**config.mk**
```make
export PLATFORM = sky130hd
export DESIGN_NAME = rdx_err_ctl
export DESIGN_NICKNAME = d
export VERILOG_FILES = /design/src/rtl/rdx_pkg.sv /design/src/rtl/rdx_classify.sv /design/src/rtl/rdx_addr_hold.sv /design/src/rtl/rdx_err_ctl.sv
export SDC_FILE = /design/constraint.sdc
export NUM_CORES = 1
export LEC_CHECK = 0
export ABC_AREA = 1
export BUFFER_PORTS_ARGS = -buffer_cell sky130_fd_sc_hd__buf_4
export CAP_MARGIN = 10
export CORE_AREA = 2 2 71 73
export CTS_CLUSTER_SIZE = 25
export DETAILED_ROUTE_END_ITERATION = 8
export DIE_AREA = 0 0 73 75
export PLACE_DENSITY = 0.73
export SLEW_MARGIN = 10
export SYNTH_ARGS = -nofsm -noshare
export SYNTH_HDL_FRONTEND = slang
export SYNTH_SLANG_ARGS = --single-unit
```
**constraint.sdc**
```tcl
create_clock -name clk -period 1.38 [get_ports clk]
set_clock_uncertainty 0.15 [all_clocks]
set_input_delay 0.138 -clock clk [delete_from_list [all_inputs] [get_ports clk]]
set_output_delay 0.138 -clock clk [all_outputs]
set_load 0.005 [all_outputs]
```
**src/rtl/rdx_pkg.sv**
```systemverilog
package rdx_pkg;

    // Winning event class after priority resolution
    typedef enum logic [2:0] {
        EV_NONE  = 3'd0,
        EV_SERR  = 3'd1,
        EV_MERR  = 3'd2,
        EV_REARB = 3'd3,
        EV_BTERM = 3'd4,
        EV_OVER  = 3'd5
    } rdx_ev_e;

    // Registered response bundle
    typedef struct packed {
        logic abort;
        logic retry;
        logic disc_nd;
        logic disc_d;
        logic flush;
        logic sys_term;
        logic refetch;
        logic irq_rd_serr;
        logic irq_init_serr;
        logic irq_pci;
    } rdx_rsp_t;

    localparam rdx_rsp_t RSP_IDLE = '0;

endpackage

```
**src/rtl/rdx_classify.sv**
```systemverilog
module rdx_classify
    import rdx_pkg::*;
#(
    parameter int CNT_W = 8
) (
    input  logic             rd_active,
    input  logic             rd_mult,
    input  logic             serr,
    input  logic             perr,
    input  logic             merr,
    input  logic             rearb,
    input  logic             bterm,
    input  logic             over,
    input  logic [CNT_W-1:0] beats,
    output rdx_rsp_t         rsp,
    output logic             cap
);

    rdx_ev_e ev;
    logic    first_phase;

    assign first_phase = (beats == '0);

    // Priority: system error > slave error > rearb/bterm > address overflow
    always_comb begin
        ev = EV_NONE;
        if (!rd_active)  ev = EV_NONE;
        else if (serr)   ev = EV_SERR;
        else if (merr)   ev = EV_MERR;
        else if (rearb)  ev = EV_REARB;
        else if (bterm)  ev = EV_BTERM;
        else if (over)   ev = EV_OVER;
        else if (perr)   ev = EV_NONE;   // parity indications are ignored
    end

    always_comb begin
        rsp = RSP_IDLE;
        cap = 1'b0;
        unique case (ev)
            EV_SERR: begin
                rsp.abort = 1'b1;
                rsp.flush = 1'b1;
                if (rd_mult) begin
                    rsp.sys_term      = 1'b1;
                    rsp.irq_init_serr = 1'b1;
                end else begin
                    rsp.irq_rd_serr   = 1'b1;
                end
            end
            EV_MERR: begin
                if (rd_mult) begin
                    rsp.disc_nd = 1'b1;
                    rsp.irq_pci = 1'b1;
                    cap         = 1'b1;
                end else begin
                    rsp.retry   = 1'b1;
                end
            end
            EV_REARB: begin
                if (first_phase)  rsp.retry   = 1'b1;
                else if (rd_mult) rsp.refetch = 1'b1;
            end
            EV_BTERM: begin
                if (!first_phase && rd_mult) rsp.refetch = 1'b1;
            end
            EV_OVER: begin
                if (rd_mult) rsp.disc_d = 1'b1;
            end
            default: ;
        endcase
    end

endmodule

```
**src/rtl/rdx_addr_hold.sv**
```systemverilog
module rdx_addr_hold #(
    parameter int ADDR_W = 32
) (
    input  logic              clk,
    input  logic              rst_n,
    input  logic              cap,
    input  logic              clr,
    input  logic [ADDR_W-1:0] addr_in,
    output logic              valid,
    output logic [ADDR_W-1:0] addr
);

    typedef struct packed {
        logic              valid;
        logic [ADDR_W-1:0] addr;
    } hold_t;

    hold_t hold_d, hold_q;

    always_comb begin
        hold_d       = hold_q;
        hold_d.valid = (hold_q.valid & ~clr) | cap;
        // first error wins until software clears
        if (cap && (!hold_q.valid || clr)) hold_d.addr = addr_in;
    end

    always_ff @(posedge clk) begin
        if (!rst_n) hold_q <= '0;
        else        hold_q <= hold_d;
    end

    assign valid = hold_q.valid;
    assign addr  = hold_q.addr;

endmodule

```
**src/rtl/rdx_err_ctl.sv**
```systemverilog
module rdx_err_ctl
    import rdx_pkg::*;
#(
    parameter int ADDR_W = 32,
    parameter int CNT_W  = 8
) (
    input  logic              clk,
    input  logic              rst_n,
    input  logic              rd_active,
    input  logic              rd_mult,
    input  logic              evt_serr,
    input  logic              evt_perr,
    input  logic              evt_merr,
    input  logic              evt_rearb,
    input  logic              evt_bterm,
    input  logic              addr_over,
    input  logic [CNT_W-1:0]  beats_done,
    input  logic [ADDR_W-1:0] addr_cur,
    input  logic              err_clr,
    output logic              rsp_abort,
    output logic              rsp_retry,
    output logic              rsp_disc_nodata,
    output logic              rsp_disc_data,
    output logic              fifo_flush,
    output logic              sys_terminate,
    output logic              sys_refetch,
    output logic              irq_rd_serr,
    output logic              irq_init_serr,
    output logic              irq_pci,
    output logic              err_valid,
    output logic [ADDR_W-1:0] err_addr
);

    rdx_rsp_t rsp_d, rsp_q;
    logic     cap;

    rdx_classify #(.CNT_W(CNT_W)) u_cls (
        .rd_active (rd_active),
        .rd_mult   (rd_mult),
        .serr      (evt_serr),
        .perr      (evt_perr),
        .merr      (evt_merr),
        .rearb     (evt_rearb),
        .bterm     (evt_bterm),
        .over      (addr_over),
        .beats     (beats_done),
        .rsp       (rsp_d),
        .cap       (cap)
    );

    rdx_addr_hold #(.ADDR_W(ADDR_W)) u_hold (
        .clk     (clk),
        .rst_n   (rst_n),
        .cap     (cap),
        .clr     (err_clr),
        .addr_in (addr_cur),
        .valid   (err_valid),
        .addr    (err_addr)
    );

    // Registered single-cycle pulses: each cycle reflects only that cycle's event
    always_ff @(posedge clk) begin
        if (!rst_n) rsp_q <= RSP_IDLE;
        else        rsp_q <= rsp_d;
    end

    assign rsp_abort       = rsp_q.abort;
    assign rsp_retry       = rsp_q.retry;
    assign rsp_disc_nodata = rsp_q.disc_nd;
    assign rsp_disc_data   = rsp_q.disc_d;
    assign fifo_flush      = rsp_q.flush;
    assign sys_terminate   = rsp_q.sys_term;
    assign sys_refetch     = rsp_q.refetch;
    assign irq_rd_serr     = rsp_q.irq_rd_serr;
    assign irq_init_serr   = rsp_q.irq_init_serr;
    assign irq_pci         = rsp_q.irq_pci;

endmodule

```
Word-level counts from Yosys, hierarchy flattened
Index checks and enable logic that the tools add are counted.
{"block": "totals", "regBits": 41, "input_bits": 51, "output_inout_bits": 43, "wordCells": 42}
{"block": "op_classes", "eq_ne": 5, "mux": 16, "n_bitwise": 3, "reduce_logical": 8}
{"op": "$mux 3", "count": 6}
{"op": "$logic_not 8->1", "count": 1}
{"op": "$mux 1", "count": 7}
{"op": "$eq 3x2->1 const B", "count": 2}
{"op": "$eq 3x3->1 const B", "count": 2}
{"op": "$pmux 1 s2", "count": 2}
{"op": "$reduce_and 2->1", "count": 2}
{"op": "$eq 3x1->1 const B", "count": 1}
{"op": "$logic_and 1x1->1", "count": 2}
{"op": "$logic_not 1->1", "count": 2}
{"op": "$mux 2", "count": 1}
{"op": "$and 1x1->1", "count": 1}
{"op": "$logic_or 1x1->1", "count": 1}
{"op": "$not 1->1", "count": 1}
{"op": "$or 1x1->1", "count": 1}

Depth between registers and ports, before layout
{"block": "logic_depth", "depth_word": 9, "mapped_depth": 9, "mapped_depth_nobuf": 8}

Hierarchy
A second synthesis with hierarchy kept.
{"block": "hier_totals", "cells_unflattened": 293, "hier_area_um2": 2011.9}
{"mod": "rdx_addr_hold", "n_inst": 1, "cells_each": 215, "area_each_um2": 1493.9, "seq_area_each_um2": 660.6}
{"mod": "rdx_err_ctl", "n_inst": 1, "cells_each": 31, "area_each_um2": 286.5, "seq_area_each_um2": 200.2}
{"mod": "rdx_classify", "n_inst": 1, "cells_each": 47, "area_each_um2": 231.5, "seq_area_each_um2": 0.0}

Worst setup path after synthesis
Ideal clock, no wire load.
{"block": "synth_timing", "path_kind": "register to register", "startpoint": "reg u_hold.hold_q (netlist bit u_hold.valid)", "endpoint": "reg u_hold.hold_q (netlist bit u_hold.addr[15])", "setup_ns": 0.110, "t_arrival_ns": 1.004, "t_required_ns": 1.120, "path_slack_ns": 0.116, "stages_incl_launch_ff": 6, "path_buffers": 1, "period_less_slack_ns": 1.264, "cell_sequence": "dfxtp_1 a21oi_2 buf_2 nand4_1 nand2_1 nor2_1"}
{"block": "synth_between", "elab_chain_cells": 3}
{"item": "from (decl)", "line_no": "rdx_addr_hold.sv:18", "rtl": "hold_t hold_d, hold_q;"}
{"item": "from (signal assigned)", "line_no": "rdx_addr_hold.sv:29", "rtl": "else hold_q <= hold_d;"}
{"item": "$logic_not 1->1", "line_no": "rdx_addr_hold.sv:24", "rtl": "if (cap && (!hold_q.valid || clr)) hold_d.addr = addr_in;"}
{"item": "$logic_or 1x1->1", "line_no": "rdx_addr_hold.sv:24"}
{"item": "$logic_and 1x1->1", "line_no": "rdx_addr_hold.sv:24"}
Every way passes these cells.
A chain may end at the register's enable or synchronous reset.

Final worst setup path
{"block": "layout_timing", "startpoint": "reg u_hold.hold_q (netlist bit u_hold.valid)", "endpoint": "reg u_hold.hold_q (netlist bit u_hold.addr[7])"}
The elaborated chain is that of the path after synthesis.

==> results.yml <==
run_status:
  status: "finished clean"
global_route:
  grt-ovfl-total: 0
  grt_max_degree: 26
  grt_pass1_vias: 1936
  antenna_found_initial: 0
  grt_pass1_wl_microns: 8040
  grtUsageTotal_pct: 18.5
route:
  routedWlPerCell_microns: 10.0
  wirelength_microns: 4810
  vias: 2082
  ant_nets: 0
  drc: 0
  firstDrtPassIters: 4
  initialDrtViolationCount: 95
  routed_via_density: 4.35
timing:
  period_minus_slack_ps: 1300
  finalHoldViolCount: 0
  setup_viol: 0
  tns_ps: 0
  slew_violations: 0
  worst_pin_slew_ps: 267
  rsz0062_at_grt: "false"
  relSlewSlack_pct: 82.2
  fmax_ghz: 0.766
  fin_crit_sh_pct: 94.6
hold_path:
  worstHoldPathType: "in2reg"
  hold_start: "addr_cur[28]"
  min_path_cells: 5
setup_path:
  cp.required_ps: 1450
  cp_top_family: "flip-flops"
  crit_type: "reg2reg"
  cpPeakStageDelay_ps: 360
  cp_max_fo: 16
  r2r_cells: 6
  worst_path_max_delay_cell: "dfxtp_1"
  worstSetupStartpoint: "u_hold.valid"
  crit_path_start_kind: "flip-flop"
  cp.buffers_inverters: 2
  endpoint: "u_hold.addr[7]"
  crit-reg2reg-launch: "u_hold.valid"
  worst-path-stages: 6
  ff2ff_setup_slack_ps: 80
  worst_r2r_endpoint: "u_hold.addr[7]"
  crit_chain: "a21oi_4, nand3_4, buf_12, nand2_1, inv_2, nor2_1"
  worst_ep_arrival_time_ps: 1380
  endpoint_kind: "flip-flop"
placement:
  dp_cells: 469
  io_buffers: 92
  hpwl_microns: 3520
  routabilityCongestion: 0.755
yosys:
  syn_avg_cell_area_sq_um: 6.25
  synth_area_sq_um: 2060
  syn_nets: 381
  ys_warn_count: 0
  synthDistinctLibCells: 21
  synth-seq-area-share_pct: 38.8
  synthCells: 330
  ys_ff_latch: 40
floorplan:
  die_area_sq_um: 5480
  fp.dieH_microns: 75
  io_pins: 94
  rows: 25
  start_util_pct: 44.3
  fp.coreArea_sq_um: 4660
  die_w_microns: 73
cts:
  cts_buffers: 5
  worstSkewPairLatency_ps: 290
  cts_tree: "yes"
  clkSlewWorstSetupHoldPaths_ps: 80
  clock_sinks: 40
  cts.htree.levels: 2
  cts_root_buffer: "clkbuf_8"
  clock_path_buffers: 2
layout:
  final_cell_count_no_fill: 479
  area_delta_synth_final_pct: 44.3
  n_antenna_cell: 0
  drive_gt1_share_pct: 29.4
  fin_nets: 475
power:
  max-vdd-ir-drop_uv: 525
  p_leak_uw: 0.00172
  cellPowerDensity_nw_per_um2: 917
job:
  max_cap_violations: 0
[layout by cell type, fill, tap and decap left out]
master / netlist / layout
nor2_4: 1 / 1
nor3_1: 2 / 2
nand3_4: 1 / 1
dfxtp_1: 40 / 40
bufinv_16: 0 / 1
inv_1: 98 / 98
o21a_1: 1 / 1
nand2_1: 75 / 75
nand3_1: 3 / 3
nor2_1: 43 / 43
dlygate4sd3_1: 0 / 2
nand4_1: 33 / 33
o21ai_0: 1 / 1
buf_12: 0 / 2
buf_4: 4 / 101
clkbuf_8: 0 / 7
a21boi_0: 1 / 1
buf_6: 3 / 1
a21oi_4: 0 / 1
nand2_2: 1 / 1
a21oi_1: 1 / 1
inv_2: 9 / 9
[worst min-delay path: cells and delay by family]
kind	cells	cell delay, ps
and+or+nand+nor	3	180
buffers and inverters	2	110
[cells by family after synthesis]
family | after synthesis | synth area share [%]
AO/OA/AOI/OAI | 5 | 1.64
buffers and inverters | 126 | 25.2
flip-flops | 40 | 38.8
AND/OR/NAND/NOR | 159 | 34.4
[final cells by class]
cell class	instances	area, sq um
repair buffers	106	830
multi-input cells	164	751
clock inverters	1	30.0
well taps	54	67.6
clock buffers	7	96.3
inverters	107	402
flip-flops and latches	40	801
fillers	449	1680
[sequential cells by signal (all words and copies together), names as in the netlist]
name           cells
rsp_retry          1
rsp_disc_data      1
irq_rd_serr        1
u_hold.valid       1
u_hold.addr       32
sys_refetch        1
irq_init_serr      1
irq_pci            1
fifo_flush         1
[power breakdown]
part           internal, uW  switching (uW)  total [uW]
Clock                   638             399        1040
Sequential             1200            22.0        1220
Combinational           247             226         472
Total                  2080             647        2730
[cell usage after synthesis (all sizes together)]
library cell	number	area, sq um
o21ai	1	5.00
inv	107	402
o21a	1	7.51
a21oi	2	13.8
nand2	76	288
buf	16	106
nand4	33	206
dfxtp	40	801
nand3	4	32.5
clkbuf	3	11.3
nor3	2	10.0
nor2	44	173
a21boi	1	7.51
[routing by layer]
layer	global-route usage [%]	part of all wire, %	vias to the layer above
met5	0	0	-
met4	6.38	1.6	0
met3	5.35	7.0	8
met2	32.0	48	70
met1	22.1	43	874
li1	-	-	1130
[worst min path at each step]
stage,end
after floorplan,irq_rd_serr
after global placement,irq_rd_serr
after detailed placement,irq_rd_serr
after CTS,u_hold.valid
after global routing,u_hold.addr[4]
final,u_hold.addr[28]
[timing repair]
action	in CTS	in global routing
endpoints found under the hold margin	2	0
buffers inserted	0	0
hold buffers	2	0
endpoints found under the setup margin	0	13
gates resized for setup	0	1
[metrics by stage]
stage / hold WS, ps / setup WS (ps) / power, uW / instance area (sq um) / util, %
2_1_floorplan: 60.4 / 116 / 1480 / 2060 / -
3_3_place_gp: 177 / 93.9 / 1710 / 2830 / 60.6
3_5_place_dp: 178 / 62.4 / 1720 / 2830 / 60.6
4_1_cts: 7.92 / 55.0 / 2760 / 2970 / 63.8
5_1_grt: 30.5 / 4.95 / 2860 / 2980 / 63.9
6_report: 12.5 / 75.1 / 2730 / 2980 / 63.9
No activity file was read; power rests on OpenSTA's default activity.
